## src/rtl/csc_pkg.sv

```systemverilog
package csc_pkg;

  // Number of programmable terms: nine weights then three offsets.
  localparam int NUM_WEIGHTS = 9;
  localparam int NUM_OFFSETS = 3;
  localparam int NUM_TERMS   = NUM_WEIGHTS + NUM_OFFSETS;

  // Reset value of term idx: BT.601 limited range.
  function automatic int csc_reset_term(int idx);
    case (idx)
      0:  return 1192;
      1:  return 0;
      2:  return 1634;
      3:  return 1192;
      4:  return -401;
      5:  return -832;
      6:  return 1192;
      7:  return 2066;
      8:  return 0;
      9:  return 64;
      10: return 512;
      11: return 512;
      default: return 0;
    endcase
  endfunction

endpackage

```

## src/rtl/csc_coef_bank.sv

```systemverilog
module csc_coef_bank #(
  parameter int COEF_W = 14,
  parameter int OFS_W  = 10,
  parameter int ADDR_W = 6
) (
  input  logic                     clk,
  input  logic                     rst_n,
  input  logic                     cfg_we,
  input  logic [ADDR_W-1:0]        cfg_addr,
  input  logic [COEF_W-1:0]        cfg_wdata,
  input  logic                     frame_start,
  output logic signed [COEF_W-1:0] act_w   [csc_pkg::NUM_WEIGHTS],
  output logic [OFS_W-1:0]         act_ofs [csc_pkg::NUM_OFFSETS]
);
  import csc_pkg::*;

  localparam int IDX_W = ADDR_W - 2;
  localparam logic [IDX_W-1:0] LAST_IDX = IDX_W'(NUM_TERMS - 1);

  logic [IDX_W-1:0] wr_idx;
  logic             wr_hit;

  assign wr_idx = cfg_addr[ADDR_W-1:2];
  assign wr_hit = cfg_we && (cfg_addr[1:0] == 2'b00) && (wr_idx <= LAST_IDX);

  logic signed [COEF_W-1:0] shd_w   [NUM_WEIGHTS];
  logic [OFS_W-1:0]         shd_ofs [NUM_OFFSETS];

  for (genvar i = 0; i < NUM_WEIGHTS; i++) begin : g_weight
    always_ff @(posedge clk or negedge rst_n) begin
      if (!rst_n) begin
        shd_w[i] <= COEF_W'(csc_reset_term(i));
        act_w[i] <= COEF_W'(csc_reset_term(i));
      end else begin
        if (wr_hit && (wr_idx == IDX_W'(i))) shd_w[i] <= cfg_wdata;
        if (frame_start) act_w[i] <= shd_w[i];
      end
    end

    a_r4_weight_lands: assert property (@(posedge clk) disable iff (!rst_n)
      (wr_hit && (wr_idx == IDX_W'(i))) |=> (shd_w[i] == $past(cfg_wdata)));
    a_r6_weight_commit: assert property (@(posedge clk) disable iff (!rst_n)
      frame_start |=> (act_w[i] == $past(shd_w[i])));
    a_r6_weight_frozen: assert property (@(posedge clk) disable iff (!rst_n)
      !frame_start |=> $stable(act_w[i]));
  end

  for (genvar j = 0; j < NUM_OFFSETS; j++) begin : g_offset
    always_ff @(posedge clk or negedge rst_n) begin
      if (!rst_n) begin
        shd_ofs[j] <= OFS_W'(csc_reset_term(NUM_WEIGHTS + j));
        act_ofs[j] <= OFS_W'(csc_reset_term(NUM_WEIGHTS + j));
      end else begin
        if (wr_hit && (wr_idx == IDX_W'(NUM_WEIGHTS + j)))
          shd_ofs[j] <= cfg_wdata[OFS_W-1:0];
        if (frame_start) act_ofs[j] <= shd_ofs[j];
      end
    end

    a_r6_offset_frozen: assert property (@(posedge clk) disable iff (!rst_n)
      !frame_start |=> $stable(act_ofs[j]));
    a_r4_offset_low_bits: assert property (@(posedge clk) disable iff (!rst_n)
      (wr_hit && (wr_idx == IDX_W'(NUM_WEIGHTS + j))) |=>
        (shd_ofs[j] == $past(cfg_wdata[OFS_W-1:0])));
  end

endmodule

```

## src/rtl/csc_channel.sv

```systemverilog
module csc_channel #(
  parameter int COMP_W = 10,
  parameter int COEF_W = 14,
  parameter int FRAC   = 10,
  parameter int DIFF_W = COMP_W + 1
) (
  input  logic                     clk,
  input  logic                     rst_n,
  input  logic                     adv,
  input  logic signed [DIFF_W-1:0] d_y,
  input  logic signed [DIFF_W-1:0] d_cb,
  input  logic signed [DIFF_W-1:0] d_cr,
  input  logic signed [COEF_W-1:0] w_y,
  input  logic signed [COEF_W-1:0] w_cb,
  input  logic signed [COEF_W-1:0] w_cr,
  output logic [COMP_W-1:0]        res
);
  localparam int PROD_W = DIFF_W + COEF_W;
  localparam int SUM_W  = PROD_W + 2;
  localparam int HALF   = 1 << (FRAC - 1);
  localparam int MAXV   = (1 << COMP_W) - 1;

  // Stage 2: three products.
  logic signed [PROD_W-1:0] p_y, p_cb, p_cr;

  always_ff @(posedge clk or negedge rst_n) begin
    if (!rst_n) begin
      p_y  <= '0;
      p_cb <= '0;
      p_cr <= '0;
    end else if (adv) begin
      p_y  <= PROD_W'(d_y)  * PROD_W'(w_y);
      p_cb <= PROD_W'(d_cb) * PROD_W'(w_cb);
      p_cr <= PROD_W'(d_cr) * PROD_W'(w_cr);
    end
  end

  // Stage 3: sum, round, scale, clamp.
  logic signed [SUM_W-1:0] acc, scaled;
  logic [COMP_W-1:0]       sat;

  always_comb begin
    acc    = SUM_W'(p_y) + SUM_W'(p_cb) + SUM_W'(p_cr) + SUM_W'(HALF);
    scaled = acc >>> FRAC;
    if (scaled < SUM_W'(0))
      sat = '0;
    else if (scaled > SUM_W'(MAXV))
      sat = COMP_W'(MAXV);
    else
      sat = scaled[COMP_W-1:0];
  end

  always_ff @(posedge clk or negedge rst_n) begin
    if (!rst_n) res <= '0;
    else if (adv) res <= sat;
  end

  a_r3_floor_zero: assert property (@(posedge clk) disable iff (!rst_n)
    (adv && (scaled < SUM_W'(0))) |=> (res == '0));
  a_r3_ceiling_max: assert property (@(posedge clk) disable iff (!rst_n)
    (adv && (scaled > SUM_W'(MAXV))) |=> (res == COMP_W'(MAXV)));

endmodule

```

## src/rtl/ycc_rgb_csc.sv

```systemverilog
module ycc_rgb_csc #(
  parameter int COMP_W = 10,
  parameter int COEF_W = 14,
  parameter int OFS_W  = 10,
  parameter int FRAC   = 10,
  parameter int ADDR_W = 6
) (
  input  logic              clk,
  input  logic              rst_n,
  input  logic              cfg_we,
  input  logic [ADDR_W-1:0] cfg_addr,
  input  logic [COEF_W-1:0] cfg_wdata,
  input  logic              frame_start,
  input  logic              in_valid,
  output logic              in_ready,
  input  logic [COMP_W-1:0] in_y,
  input  logic [COMP_W-1:0] in_cb,
  input  logic [COMP_W-1:0] in_cr,
  output logic              out_valid,
  input  logic              out_ready,
  output logic [COMP_W-1:0] out_r,
  output logic [COMP_W-1:0] out_g,
  output logic [COMP_W-1:0] out_b
);
  import csc_pkg::*;

  localparam int DIFF_W = COMP_W + 1;
  localparam int NUM_CH = 3;

  logic signed [COEF_W-1:0] act_w   [NUM_WEIGHTS];
  logic [OFS_W-1:0]         act_ofs [NUM_OFFSETS];

  csc_coef_bank #(
    .COEF_W (COEF_W),
    .OFS_W  (OFS_W),
    .ADDR_W (ADDR_W)
  ) i_coef_bank (
    .clk         (clk),
    .rst_n       (rst_n),
    .cfg_we      (cfg_we),
    .cfg_addr    (cfg_addr),
    .cfg_wdata   (cfg_wdata),
    .frame_start (frame_start),
    .act_w       (act_w),
    .act_ofs     (act_ofs)
  );

  // Global stage enable: every stage moves when the last one can drain.
  logic adv;
  logic v1, v2, v3;

  assign adv       = !v3 || out_ready;
  assign in_ready  = adv;
  assign out_valid = v3;

  always_ff @(posedge clk or negedge rst_n) begin
    if (!rst_n) begin
      v1 <= 1'b0;
      v2 <= 1'b0;
      v3 <= 1'b0;
    end else if (adv) begin
      v1 <= in_valid;
      v2 <= v1;
      v3 <= v2;
    end
  end

  // Stage 1: remove offsets.
  logic signed [DIFF_W-1:0] d_y, d_cb, d_cr;

  always_ff @(posedge clk or negedge rst_n) begin
    if (!rst_n) begin
      d_y  <= '0;
      d_cb <= '0;
      d_cr <= '0;
    end else if (adv) begin
      d_y  <= DIFF_W'($signed({1'b0, in_y}))  - DIFF_W'($signed({1'b0, act_ofs[0]}));
      d_cb <= DIFF_W'($signed({1'b0, in_cb})) - DIFF_W'($signed({1'b0, act_ofs[1]}));
      d_cr <= DIFF_W'($signed({1'b0, in_cr})) - DIFF_W'($signed({1'b0, act_ofs[2]}));
    end
  end

  // Stages 2 and 3: one channel per output colour.
  logic [COMP_W-1:0] ch_res [NUM_CH];

  for (genvar c = 0; c < NUM_CH; c++) begin : g_ch
    csc_channel #(
      .COMP_W (COMP_W),
      .COEF_W (COEF_W),
      .FRAC   (FRAC),
      .DIFF_W (DIFF_W)
    ) i_channel (
      .clk   (clk),
      .rst_n (rst_n),
      .adv   (adv),
      .d_y   (d_y),
      .d_cb  (d_cb),
      .d_cr  (d_cr),
      .w_y   (act_w[3*c]),
      .w_cb  (act_w[3*c+1]),
      .w_cr  (act_w[3*c+2]),
      .res   (ch_res[c])
    );
  end

  assign out_r = ch_res[0];
  assign out_g = ch_res[1];
  assign out_b = ch_res[2];

  a_r7_hold_output: assert property (@(posedge clk) disable iff (!rst_n)
    (out_valid && !out_ready) |=>
      (out_valid && $stable(out_r) && $stable(out_g) && $stable(out_b)));
  a_r7_block_input: assert property (@(posedge clk) disable iff (!rst_n)
    (out_valid && !out_ready) |-> !in_ready);
  a_r8_fill_latency: assert property (@(posedge clk) disable iff (!rst_n)
    (in_valid && in_ready && out_ready) |=> v1);

endmodule

```

## config.mk

```make
export PLATFORM = sky130hd
export DESIGN_NAME = ycc_rgb_csc
export DESIGN_NICKNAME = d
export VERILOG_FILES = /design/src/rtl/csc_pkg.sv /design/src/rtl/csc_coef_bank.sv /design/src/rtl/csc_channel.sv /design/src/rtl/ycc_rgb_csc.sv
export SDC_FILE = /design/constraint.sdc
export NUM_CORES = 2
export LEC_CHECK = 0
export BUFFER_PORTS_ARGS = -buffer_cell sky130_fd_sc_hd__buf_2
export CORE_ASPECT_RATIO = 0.5
export CORE_UTILIZATION = 45
export CTS_CLUSTER_DIAMETER = 30
export DETAILED_ROUTE_END_ITERATION = 8
export RECOVER_POWER = 50
export SLEW_MARGIN = 30
export SYNTH_ARGS = -nofsm -noshare
export SYNTH_HDL_FRONTEND = slang
export SYNTH_SLANG_ARGS = --single-unit
```

## constraint.sdc

```tcl
create_clock -name clk -period 8.04 [get_ports clk]
set_input_delay 0.402 -clock clk [delete_from_list [all_inputs] [get_ports clk]]
set_output_delay 0.402 -clock clk [all_outputs]
set_load 0.1 [all_outputs]
```

==> flow_summary_export.csv <==
group,metric,value,unit
drt,drc,0,
logic_synthesis,syn_inst,8415,
clock_network,path_clk_slew,0.06,ns
timing,timing.final.max_slew_violations,340,
timing,finalSetupTns,0,ns
drt,post_drt_via_cell_ratio,5.11,
outcome,status,"finished with violations",
timing,final-setup-viol-count,0,
logic_synthesis,synth_ff_type,"dfrtp_1",
logic_synthesis,synth_nets,10500,
floorplan,die_y,301,um
timing,max_slew_margin,-2.58,
placement,portBuffers,87,
logic_synthesis,synth_enable_flop_cells,0,
min_path,hold_path.class,"in2reg",
timing,finalWorstPathRequiredPeriod,6.58,ns
clock_network,post-cts-setup-buffers,0,
critical_path,end_kind,"flip-flop",
final_layout,area_growth,8.41,%
drt,met3WireLength,13500,um
critical_path,critPathKind,"reg2reg",
grt,vias_in_the_first_global_route,58200,
timing,max_slew.worst_pin.slew,5.37,ns
logic_synthesis,ys_top_cells_by_count,"1859 x inv_1, 1371 x fa_1, 908 x nand2_1",
final_layout,final_nets,10400,
logic_synthesis,ys_warn_count,0,
timing,worst_clock_skew,0.0686,ns
drt,drt_pass1_iterations,5,
clock_network,tritoncts_clock_tree,"yes",
timing,grt_setup_unrepaired,"no",
drt,wl_per_cell,19.2,um
final_layout,layout-drive-gt1-share,0.0879,
critical_path,required,8.60,ns
logic_synthesis,yosys.cell_count.top_type,"inv_1",
drt,routed_wl,208000,um
logic_synthesis,synth_seq_area_share,0.189,
critical_path,worstRegToRegCells,20,
critical_path,crit_path_max_fanout,16,
timing,clock.fmax,0.152,GHz
drt,drt-initial-drc-count,3310,
drt,highest-signal-layer,"met5",
placement,place.gp.congestion,0.881,
min_path,worst_hold_path.num_cells,4,
placement,place_worst_setup_slack,1.55,ns
grt,gr-usage-all-layers,0.242,
grt,number_of_antenna_violations_at_the_first_check_in_global_routing,14,
logic_synthesis,post_synth_main_area_contributors,"fa_1 34%, dfrtp_1 16%, ha_1 10%, inv_1 8.7%, and2_1 5.2%",
clock_network,clkLatencyLatePin,0.78,ns
drt,via_count,55300,
critical_path,worst-endpoint-arrival,7.14,ns
placement,hpwl_dp,162000,um
drt,wirelength_met1,96800,um
outcome,violations,"capacitance limit, slew limit",
floorplan,design.portCount,88,
floorplan,chipWidth,600,um
job,drv_cap,6,
logic_synthesis,synth_largest_type_area_fraction,0.341,
critical_path,cp-start-kind,"flip-flop",
timing,timing.final.crit_share,0.818,
clock_network,ctsHtreeMaxLevel,3,
clock_network,clock-root-buffer,"clkbuf_16",
timing,final_hold_viol_count,0,
logic_synthesis,post-synth-top-area-cell,"fa_1",
timing,whs,0.0637,ns
grt,grt.overflow.total,0,
floorplan,initial_core_util,0.454,
floorplan,rows,109,
logic_synthesis,syn-mean-instance-area,9.56,um2
timing,finalWorstSetupSlack,1.46,ns
logic_synthesis,synth-seq-cells,603,
floorplan,fp.coreArea,0.177,mm2
drt,antenna_violating_nets_post_route,0,
grt,grt_start_max_net_pins,137,
clock_network,clock_sinks,603,
logic_synthesis,synthesis.area,0.0805,mm2
grt,grt_pass1_wl,336000,um
clock_network,cts-buffers-inserted,115,
logic_synthesis,synth-async-reset-ratio,1.00,
drt,met2_wirelength,92700,um
floorplan,die_area,0.181,mm2
logic_synthesis,synthDistinctLibCells,89,
clock_network,cts-root-to-sink-buffers,3,
## registers in the layout, summed over array words and instances, names as in the netlist
signal,flops
d_cb,11
d_cr,11
d_y,11
g_ch.i_channel.p_cb,75
g_ch.i_channel.p_cr,75
g_ch.i_channel.p_y,75
g_ch.i_channel.res,30
i_coef_bank.act_ofs,30
i_coef_bank.act_w,126
i_coef_bank.shd_ofs,30
i_coef_bank.shd_w,126
out_valid,1
v1,1
v2,1
## critical path: stages (launching register included)
cell and delay [ns]:
dfrtp_1 0.81, inv_1 0.53, nor2_1 0.24, fa_1 0.45, fa_1 0.52, fa_1 0.43, fa_1 0.49, inv_1 0.05
fa_1 0.47, inv_1 0.04, ha_1 0.32, a21o_1 0.17, a21o_1 0.20, a21oi_1 0.19, o31ai_2 0.13, o41ai_4 0.32
o21ai_2 0.13, or4_1 0.42, a31oi_1 0.20, xor2_1 0.18, o21ai_1 0.07
## area by class of cell
cell class                 instances  area (um2)
fill                           16700       89900
multi-input combinational       5578       56900
sequential                       603       15200
inverter                        1860        6990
clock buffer                     129        3010
tap                             2386        2990
clock inverter                    90        1120
timing repair buffer             160        1000
antenna                           11        27.5
## final timing paths
kind / startpoint / endpoint / slack [ns]
min in group asynchronous: rst_n / i_coef_bank.act_ofs[17] / 2.11
max reg2reg: d_cr[10] / g_ch[2].i_channel.p_cr[23] / 1.46
min reg2reg: i_coef_bank.shd_w[42] / i_coef_bank.act_w[42] / 0.46
max in group asynchronous: rst_n / g_ch[2].i_channel.p_y[0] / 1.96
min: in_y[1] / d_y[1] / 0.06
max: d_cr[10] / g_ch[2].i_channel.p_cr[23] / 1.46
## layer usage
layer	GRT usage	vias up
li1	-	25400
met1	0.348	28500
met2	0.376	1179
met3	0.0520	242
met4	0.0539	6
met5	0	-
## what timing repair did
action / in CTS / in global routing
hold endpoints to repair: 81 / 0
hold buffers: 5 / 0
gates resized for setup: 0 / 0
endpoints found under the setup margin: 0 / 0
## placed cells by master (no fill, tap or decap), types with 51 or more instances in the layout
master,instances
inv_1,1858
fa_1,1371
nand2_1,907
and2_1,666
ha_1,651
dfrtp_1,519
nor2_1,326
mux2_2,280
a21oi_1,247
o21ai_0,195
xnor2_1,174
clkbuf_16,115
xor2_1,87
buf_2,83
dfstp_2,67
nand2b_1,66
buf_4,57
a21o_1,55
nor3_1,51
## cells by family (layout without fill, tap and decap cells)
logic type / after synthesis / after routing / share of synthesized area
buf+inv: 2234 / 2239 / 0.104
simple gates: 2198 / 2198 / 0.132
fa+ha+maj: 2022 / 2022 / 0.442
compound gates: 804 / 804 / 0.0633
flops: 603 / 603 / 0.189
mux: 293 / 293 / 0.0411
xor+xnor: 261 / 261 / 0.0284
other cells: 0 / 11 / 0
## stage by stage
stage	std cells	util	instance area (um2)
5_1_grt	10800	0.492	87200
3_3_place_gp	10600	0.469	83100
6_report	10800	0.492	87200
4_1_cts	10800	0.493	87300
2_1_floorplan	8415	-	80500
3_5_place_dp	10600	0.469	83100
Power is not shown: default switching activity piles up to over one toggle a cycle in this logic, so the estimate is an artifact.
